[src/rtl/mwtx_pkg.sv]
// Package: mwtx_pkg
// Shared types for the serial word transmitter: the sync flavour that is
// stored with each queued word, and the word phase that the encoder reports.
package mwtx_pkg;

    typedef enum logic {
        SYNC_DATA = 1'b0,
        SYNC_CMD  = 1'b1
    } sync_kind_e;

    typedef enum logic [1:0] {
        PH_SYNC = 2'd0,
        PH_DATA = 2'd1,
        PH_PAR  = 2'd2
    } phase_e;

endpackage

[src/rtl/mwtx_timing.sv]
// Module: mwtx_timing
// Counts clock-enable ticks into half-bits and half-bits into words.
// Assumes: tick is a single-clock strobe. A queued word starts either on the
// first tick while idle or on the tick that closes the last half-bit of the
// current word, so back-to-back words leave no gap.
module mwtx_timing #(
    parameter int TICKS_PER_HALF = 4,
    parameter int HALF_COUNT     = 40,
    parameter int HALF_W         = 6
) (
    input  logic              clk,
    input  logic              rst_n,
    input  logic              tick,
    input  logic              word_waiting,
    output logic              active,
    output logic [HALF_W-1:0] half_idx,
    output logic              load_word
);

    localparam int CNT_W = (TICKS_PER_HALF > 1) ? $clog2(TICKS_PER_HALF) : 1;

    logic [CNT_W-1:0] tick_cnt;
    logic             half_end;
    logic             word_end;

    // Purpose: decode the closing tick of a half-bit and of a whole word.
    always_comb begin
        half_end  = tick && active && (tick_cnt == CNT_W'(TICKS_PER_HALF - 1));
        word_end  = half_end && (half_idx == HALF_W'(HALF_COUNT - 1));
        load_word = word_waiting && ((tick && !active) || word_end);
    end

    // Purpose: advance the tick and half-bit counters and the active flag.
    always_ff @(posedge clk) begin
        if (!rst_n) begin
            active   <= 1'b0;
            tick_cnt <= '0;
            half_idx <= '0;
        end else if (load_word) begin
            active   <= 1'b1;
            tick_cnt <= '0;
            half_idx <= '0;
        end else if (word_end) begin
            active   <= 1'b0;
            tick_cnt <= '0;
            half_idx <= '0;
        end else if (half_end) begin
            tick_cnt <= '0;
            half_idx <= half_idx + HALF_W'(1);
        end else if (tick && active) begin
            tick_cnt <= tick_cnt + CNT_W'(1);
        end
    end

endmodule

[src/rtl/mwtx_stage.sv]
// Module: mwtx_stage
// Holds one queued word and the word currently on the line.
// Assumes: accept_ok is low whenever a word is already queued, so a write and
// a transfer to the line register never meet in the same clock. Parity is
// computed once, when the word moves to the line register.
module mwtx_stage
    import mwtx_pkg::*;
#(
    parameter int DATA_W = 16
) (
    input  logic              clk,
    input  logic              rst_n,
    input  logic              wr_en,
    input  logic [DATA_W-1:0] wr_word,
    input  logic              wr_sync_cmd,
    input  logic              accept_ok,
    input  logic              load_word,
    output logic              word_waiting,
    output logic [DATA_W-1:0] cur_word,
    output sync_kind_e        cur_sync,
    output logic              cur_par
);

    logic [DATA_W-1:0] pend_word;
    sync_kind_e        pend_sync;

    // Purpose: take a write into the queue slot, or release it to the line.
    always_ff @(posedge clk) begin
        if (!rst_n) begin
            word_waiting <= 1'b0;
            pend_word    <= '0;
            pend_sync    <= SYNC_DATA;
        end else if (load_word) begin
            word_waiting <= 1'b0;
        end else if (wr_en && accept_ok) begin
            word_waiting <= 1'b1;
            pend_word    <= wr_word;
            pend_sync    <= sync_kind_e'(wr_sync_cmd);
        end
    end

    // Purpose: copy the queued word to the line register and add odd parity.
    always_ff @(posedge clk) begin
        if (!rst_n) begin
            cur_word <= '0;
            cur_sync <= SYNC_DATA;
            cur_par  <= 1'b1;
        end else if (load_word) begin
            cur_word <= pend_word;
            cur_sync <= pend_sync;
            cur_par  <= ~^pend_word;
        end
    end

endmodule

[src/rtl/mwtx_encoder.sv]
// Module: mwtx_encoder
// Maps the half-bit index of the word to a line level: a non-Manchester
// sync over SYNC_HALVES half-bits, then the data bits MSB first, then parity.
// Assumes: SYNC_HALVES is even. Purely combinational.
module mwtx_encoder
    import mwtx_pkg::*;
#(
    parameter int DATA_W      = 16,
    parameter int SYNC_HALVES = 6,
    parameter int HALF_W      = 6
) (
    input  logic [HALF_W-1:0] half_idx,
    input  logic [DATA_W-1:0] cur_word,
    input  sync_kind_e        cur_sync,
    input  logic              cur_par,
    output phase_e            phase,
    output logic              level
);

    localparam int DATA_END = SYNC_HALVES + 2 * DATA_W;

    logic [HALF_W-1:0] rel;
    logic [HALF_W-1:0] bit_pos;
    logic [DATA_W-1:0] bit_mask;
    logic              data_bit;

    // Purpose: select the data bit addressed by the half-bit index.
    always_comb begin
        rel      = half_idx - HALF_W'(SYNC_HALVES);
        bit_pos  = rel >> 1;
        bit_mask = {1'b1, {(DATA_W-1){1'b0}}} >> bit_pos;
        data_bit = |(cur_word & bit_mask);
    end

    // Purpose: choose phase and level for the current half-bit.
    always_comb begin
        if (half_idx < HALF_W'(SYNC_HALVES)) begin
            phase = PH_SYNC;
            if (half_idx < HALF_W'(SYNC_HALVES / 2))
                level = (cur_sync == SYNC_CMD);
            else
                level = (cur_sync != SYNC_CMD);
        end else if (half_idx < HALF_W'(DATA_END)) begin
            phase = PH_DATA;
            level = rel[0] ? ~data_bit : data_bit;
        end else begin
            phase = PH_PAR;
            level = rel[0] ? ~cur_par : cur_par;
        end
    end

endmodule

[src/rtl/mw_serial_tx.sv]
// Module: mw_serial_tx
// Serial word transmitter for a half-duplex bi-phase bus. It queues one
// word, sends sync, data and odd parity, and registers the line outputs so
// the pair and the driver enable switch together and without glitches.
// Assumes: tick_8x is a single-clock strobe at 8x the bit rate, and the clock
// runs at least twice as fast as the strobe.
module mw_serial_tx
    import mwtx_pkg::*;
#(
    parameter int DATA_W         = 16,
    parameter int TICKS_PER_HALF = 4,
    parameter int SYNC_HALVES    = 6
) (
    input  logic              clk,
    input  logic              rst_n,
    input  logic              tick_8x,
    input  logic              wr_en,
    input  logic [DATA_W-1:0] wr_word,
    input  logic              wr_sync_cmd,
    output logic              line_p,
    output logic              line_n,
    output logic              drv_en,
    output logic              busy,
    output logic              next_rdy
);

    localparam int HALF_COUNT = SYNC_HALVES + 2 * DATA_W + 2;
    localparam int HALF_W     = $clog2(HALF_COUNT);

    logic              active;
    logic [HALF_W-1:0] half_idx;
    logic              load_word;
    logic              word_waiting;
    logic [DATA_W-1:0] cur_word;
    sync_kind_e        cur_sync;
    logic              cur_par;
    phase_e            phase;
    logic              level;

    mwtx_timing #(
        .TICKS_PER_HALF(TICKS_PER_HALF),
        .HALF_COUNT    (HALF_COUNT),
        .HALF_W        (HALF_W)
    ) u_timing (
        .clk         (clk),
        .rst_n       (rst_n),
        .tick        (tick_8x),
        .word_waiting(word_waiting),
        .active      (active),
        .half_idx    (half_idx),
        .load_word   (load_word)
    );

    mwtx_stage #(
        .DATA_W(DATA_W)
    ) u_stage (
        .clk         (clk),
        .rst_n       (rst_n),
        .wr_en       (wr_en),
        .wr_word     (wr_word),
        .wr_sync_cmd (wr_sync_cmd),
        .accept_ok   (next_rdy),
        .load_word   (load_word),
        .word_waiting(word_waiting),
        .cur_word    (cur_word),
        .cur_sync    (cur_sync),
        .cur_par     (cur_par)
    );

    mwtx_encoder #(
        .DATA_W     (DATA_W),
        .SYNC_HALVES(SYNC_HALVES),
        .HALF_W     (HALF_W)
    ) u_encoder (
        .half_idx(half_idx),
        .cur_word(cur_word),
        .cur_sync(cur_sync),
        .cur_par (cur_par),
        .phase   (phase),
        .level   (level)
    );

    // Purpose: open the write window when idle or during parity with the queue empty.
    always_comb begin
        next_rdy = !word_waiting && (!active || (phase == PH_PAR));
    end

    // Purpose: register the line pair, driver enable and busy flag.
    always_ff @(posedge clk) begin
        if (!rst_n) begin
            line_p <= 1'b0;
            line_n <= 1'b0;
            drv_en <= 1'b0;
            busy   <= 1'b0;
        end else begin
            line_p <= active && level;
            line_n <= active && !level;
            drv_en <= active;
            busy   <= active;
        end
    end

endmodule

[config.mk]
export PLATFORM = sky130hd
export DESIGN_NAME = mw_serial_tx
export DESIGN_NICKNAME = d
export VERILOG_FILES = /design/src/rtl/mwtx_pkg.sv /design/src/rtl/mwtx_timing.sv /design/src/rtl/mwtx_stage.sv /design/src/rtl/mwtx_encoder.sv /design/src/rtl/mw_serial_tx.sv
export SDC_FILE = /design/constraint.sdc
export NUM_CORES = 1
export LEC_CHECK = 0
export CELL_PAD_IN_SITES_DETAIL_PLACEMENT = 1
export CELL_PAD_IN_SITES_GLOBAL_PLACEMENT = 1
export CORE_MARGIN = 2
export CORE_UTILIZATION = 40
export CTS_CLUSTER_SIZE = 25
export DETAILED_ROUTE_END_ITERATION = 10
export DONT_BUFFER_PORTS = 1
export GPL_ROUTABILITY_DRIVEN = 0
export PLACE_DENSITY = 0.72
export SLEW_MARGIN = 15
export SYNTH_ARGS = -nofsm -noshare
export SYNTH_HDL_FRONTEND = slang
export SYNTH_HIERARCHICAL = 1
export SYNTH_SLANG_ARGS = --single-unit
export TNS_END_PERCENT = 20
[constraint.sdc]
create_clock -name clk -period 5.5 [get_ports clk]
set_input_delay 0.275 -clock clk [delete_from_list [all_inputs] [get_ports clk]]
set_output_delay 0.275 -clock clk [all_outputs]
set_load 0.01 [all_outputs]
==> out/results.md <==
Placed design
• HPWL after detailed placement: 3.44 mm
• setup slack at placement: 2.04 ns
• Cell Area, Placed: 0.00237 mm²
• number of buffers inserted by port buffering: 0

Clock network
• number of buffers created by CTS: 5
• TritonCTS clock tree: done
• CTS hold repair buffers: 0
• Num Clock Sinks: 48
• number of buffers inserted to repair setup after CTS: 0
• root cell of the clock tree: clkbuf_8
• clock buffer depth: 2
• post-CTS clock slew at the launch and capture registers of the worst setup and hold paths: 0.09 ns
• later-pin clock latency in the skew report: 0.29 ns
• post_cts resized: 0
• H-tree depth: 2

Logic synthesis
• Post-synth EDFFs: 0
• Post-Synth XOR/XNOR Area: 0.0636
• fraction of the mapped netlist area in adder cells: 0.0107
• leading cell types by total area after synthesis: dfxtp_1 41%, mux2i_1 9.0%, nand2_1 7.1%, a21boi_0 5.8%, xnor2_1 5.6%
• Commonest cells post-synth: 48 x dfxtp_1, 44 x nand2_1, 21 x mux2i_1
• Yosys warning total: 6
• proportion of synthesized area in mux cells: 0.0947
• synthesized-area fraction occupied by ao, oa, aoi and oai cells: 0.149
• Primary FF master, synth: dfxtp_1
• fraction of post-synthesis cell area in the top cell type by area: 0.411
• share of flip-flops with an asynchronous set or reset: 0
• number of standard cells after synthesis: 254
• synthesized area: 0.00234 mm²
• Post-Syn Nets: 277
• number of distinct library cell variants in the gate-level netlist after synthesis: 47
• dominant combinational cell family by area after synthesis: simple AND/OR/NAND/NOR gates
• cell with the most instances after synthesis: dfxtp_1
• fraction of the yosys area taken by sequential cells: 0.411
• cell taking the most area after synthesis: dfxtp_1
• mean post-synth cell area: 9.21 µm²
• simple-gate share of the synthesized area: 0.233
• number of synthesized register bits: 48

Cells and area
• # diodes: 0
• Total Nets Final: 273
• share of cells above drive strength 1: 0.0717
• Area growth syn-to-layout: 5.94%
• final non-filler cell area: 0.00248 mm²

Power
• total power per unit cell area: 287 mW/mm²
• peak supply drop: 0.139 mV
• total leakage power: 0.840 nW

Global route
• global-route wire length before repair: 8.11 mm
• number of antenna violations at the first check in global routing: 0
• pin count of the biggest net entering global routing: 41
• total congestion overflow: 0
• global-route usage over all layers: 0.161
• vias in the first global route: 1656

Setup path
• number of buffers and inverters on the critical path: 1
• cell chain of the critical path: ha_1 > nand4bb_1 > o22ai_1 > and2_1 > inv_1 > nand3_1 > nand2_1 > a21boi_0
• peak per-stage delay on the critical path: 0.90 ns
• Top delay family on crit path: simple AND/OR/NAND/NOR gates
• CP max FO: 20
• type of element capturing the critical path: register
• slowest stage cell on the critical path: and2_1
• CP Data Arrival Time: 3.60 ns
• Worst setup SP type: register
• critical path data required time: 5.73 ns
• kind of critical path: register to register

Routing
• detailed-route wire length: 4.82 mm
• detailed-route vias per instance: 5.22
• count of TritonRoute iterations in the first routing pass: 4
• DR vias: 1685
• Antenna Violating Nets Remaining: 0
• first-iteration detailed-routing DRC count: 51
• post-route DRC violation count: 0
• detailed-route wire length per cell: 14.9 µm

STA
• final count of negative-setup-slack endpoints: 0
• final worst path period need: 3.38 ns
• number of pins exceeding their max-slew limit in the final report: 0
• final count of hold timing violations: 0
• unrepaired setup endpoints after global routing: false
• sum of negative setup slack: 0 ns
• period utilization: 0.614
• final clock skew: 0.00635 ns
• min setup slack post-route: 2.12 ns
• highest achievable clock rate: 296 MHz
• Max-Slew Margin vs Limit: 0.271
• Tightest Pin Transition: 1.09 ns

Job
• maximum capacitance violations: 0

Floorplan
• number of top-level pins: 26
• die area: 0.00648 mm²
• starting density of the core: 0.420
• core area: 0.00557 mm²
• horizontal die dimension: 80.5 µm
• Vert. Die Dim: 80.5 µm
• FP Rows: 27

Hold path
• path class of the lowest-slack min-delay path: input pin to register

Outcome
• outcome: completed

-- registers in the layout (all words and copies together), names as in the netlist --
name                  cells
u_stage/cur_word         16
u_stage/pend_word        16
u_timing/active           1
u_stage/pend_sync         1
u_timing/half_idx         6
u_stage/cur_par           1
busy                      1
line_n                    1
u_stage/cur_sync          1
u_stage/word_waiting      1
line_p                    1
u_timing/tick_cnt         2
-- final cells by class --
type	count	area [µm²]
clock buffer	6	72.6
clock inverter	2	35.0
fill	670	3100
inverter	8	30.0
multi-input combinational	187	1290
sequential	48	961
tap	72	90.1
-- kinds of logic (layout without fill, tap and decap cells) --
logic type / Yosys count / count (layout)
adders and majority gates: 2 / 2
muxes: 22 / 22
and+or+nand+nor: 97 / 97
buffers and inverters: 19 / 16
xor gates and xnor gates: 17 / 17
DFF: 48 / 48
AOI/OAI and AO/OA: 49 / 49
-- cells in the final DEF (no fill, tap or decap), drive strengths merged, types with 2 or more instances in the layout --
cell type / Yosys / routed
dfxtp: 48 / 48
nand2: 44 / 44
mux2i: 21 / 21
nor2b: 19 / 19
a21boi: 18 / 18
xnor2: 15 / 15
a21oi: 9 / 9
inv: 8 / 8
o21ai: 8 / 8
clkbuf: 5 / 6
nor2: 5 / 5
nand4: 4 / 4
a221oi: 4 / 4
nand3b: 3 / 3
nand4bb: 3 / 3
nand3: 3 / 3
and2: 3 / 3
a21o: 2 / 2
nor3b: 2 / 2
xor2: 2 / 2
a211oi: 2 / 2
a211o: 2 / 2
ha: 2 / 2
or3: 2 / 2
-- per-stage QoR --
step	utilization	power, W	std cells	hold slack (ns)
2_1_floorplan	-	0.000458	254	0.420
3_3_place_gp	0.425	0.000469	315	0.408
3_5_place_dp	0.425	0.000472	315	0.414
4_1_cts	0.445	0.000723	323	0.0961
5_1_grt	0.445	0.000746	323	0.0968
6_report	0.445	0.000710	323	0.111
-- metal layers --
metal	track usage	vias up	wire [µm]
met3	0.0337	5	132
met4	0.0508	0	57
met5	0	-	0
met2	0.253	21	2220
met1	0.219	793	2410
li1	-	866	-
-- report_power, final --
group / leakage (nW) / internal, W / switching, W / total (W)
clock: 0.0552 / 0.000135 / 0.000113 / 0.000248
combinational: 0.394 / 0.0000411 / 0.0000431 / 0.0000842
sequential: 0.390 / 0.000362 / 0.0000155 / 0.000378
-- path summary, 6_finish.rpt --
path	start	end	slack (ns)	depth (start not counted)
max reg2reg	u_timing/half_idx[1]	u_stage/pend_word[4]	2.12	8
max	u_timing/half_idx[1]	u_stage/pend_word[4]	2.12	8
min	rst_n	u_stage/cur_word[9]	0.11	1
min reg2reg	u_stage/pend_sync	u_stage/pend_sync	0.47	2
(Power assumes the default switching activity.)
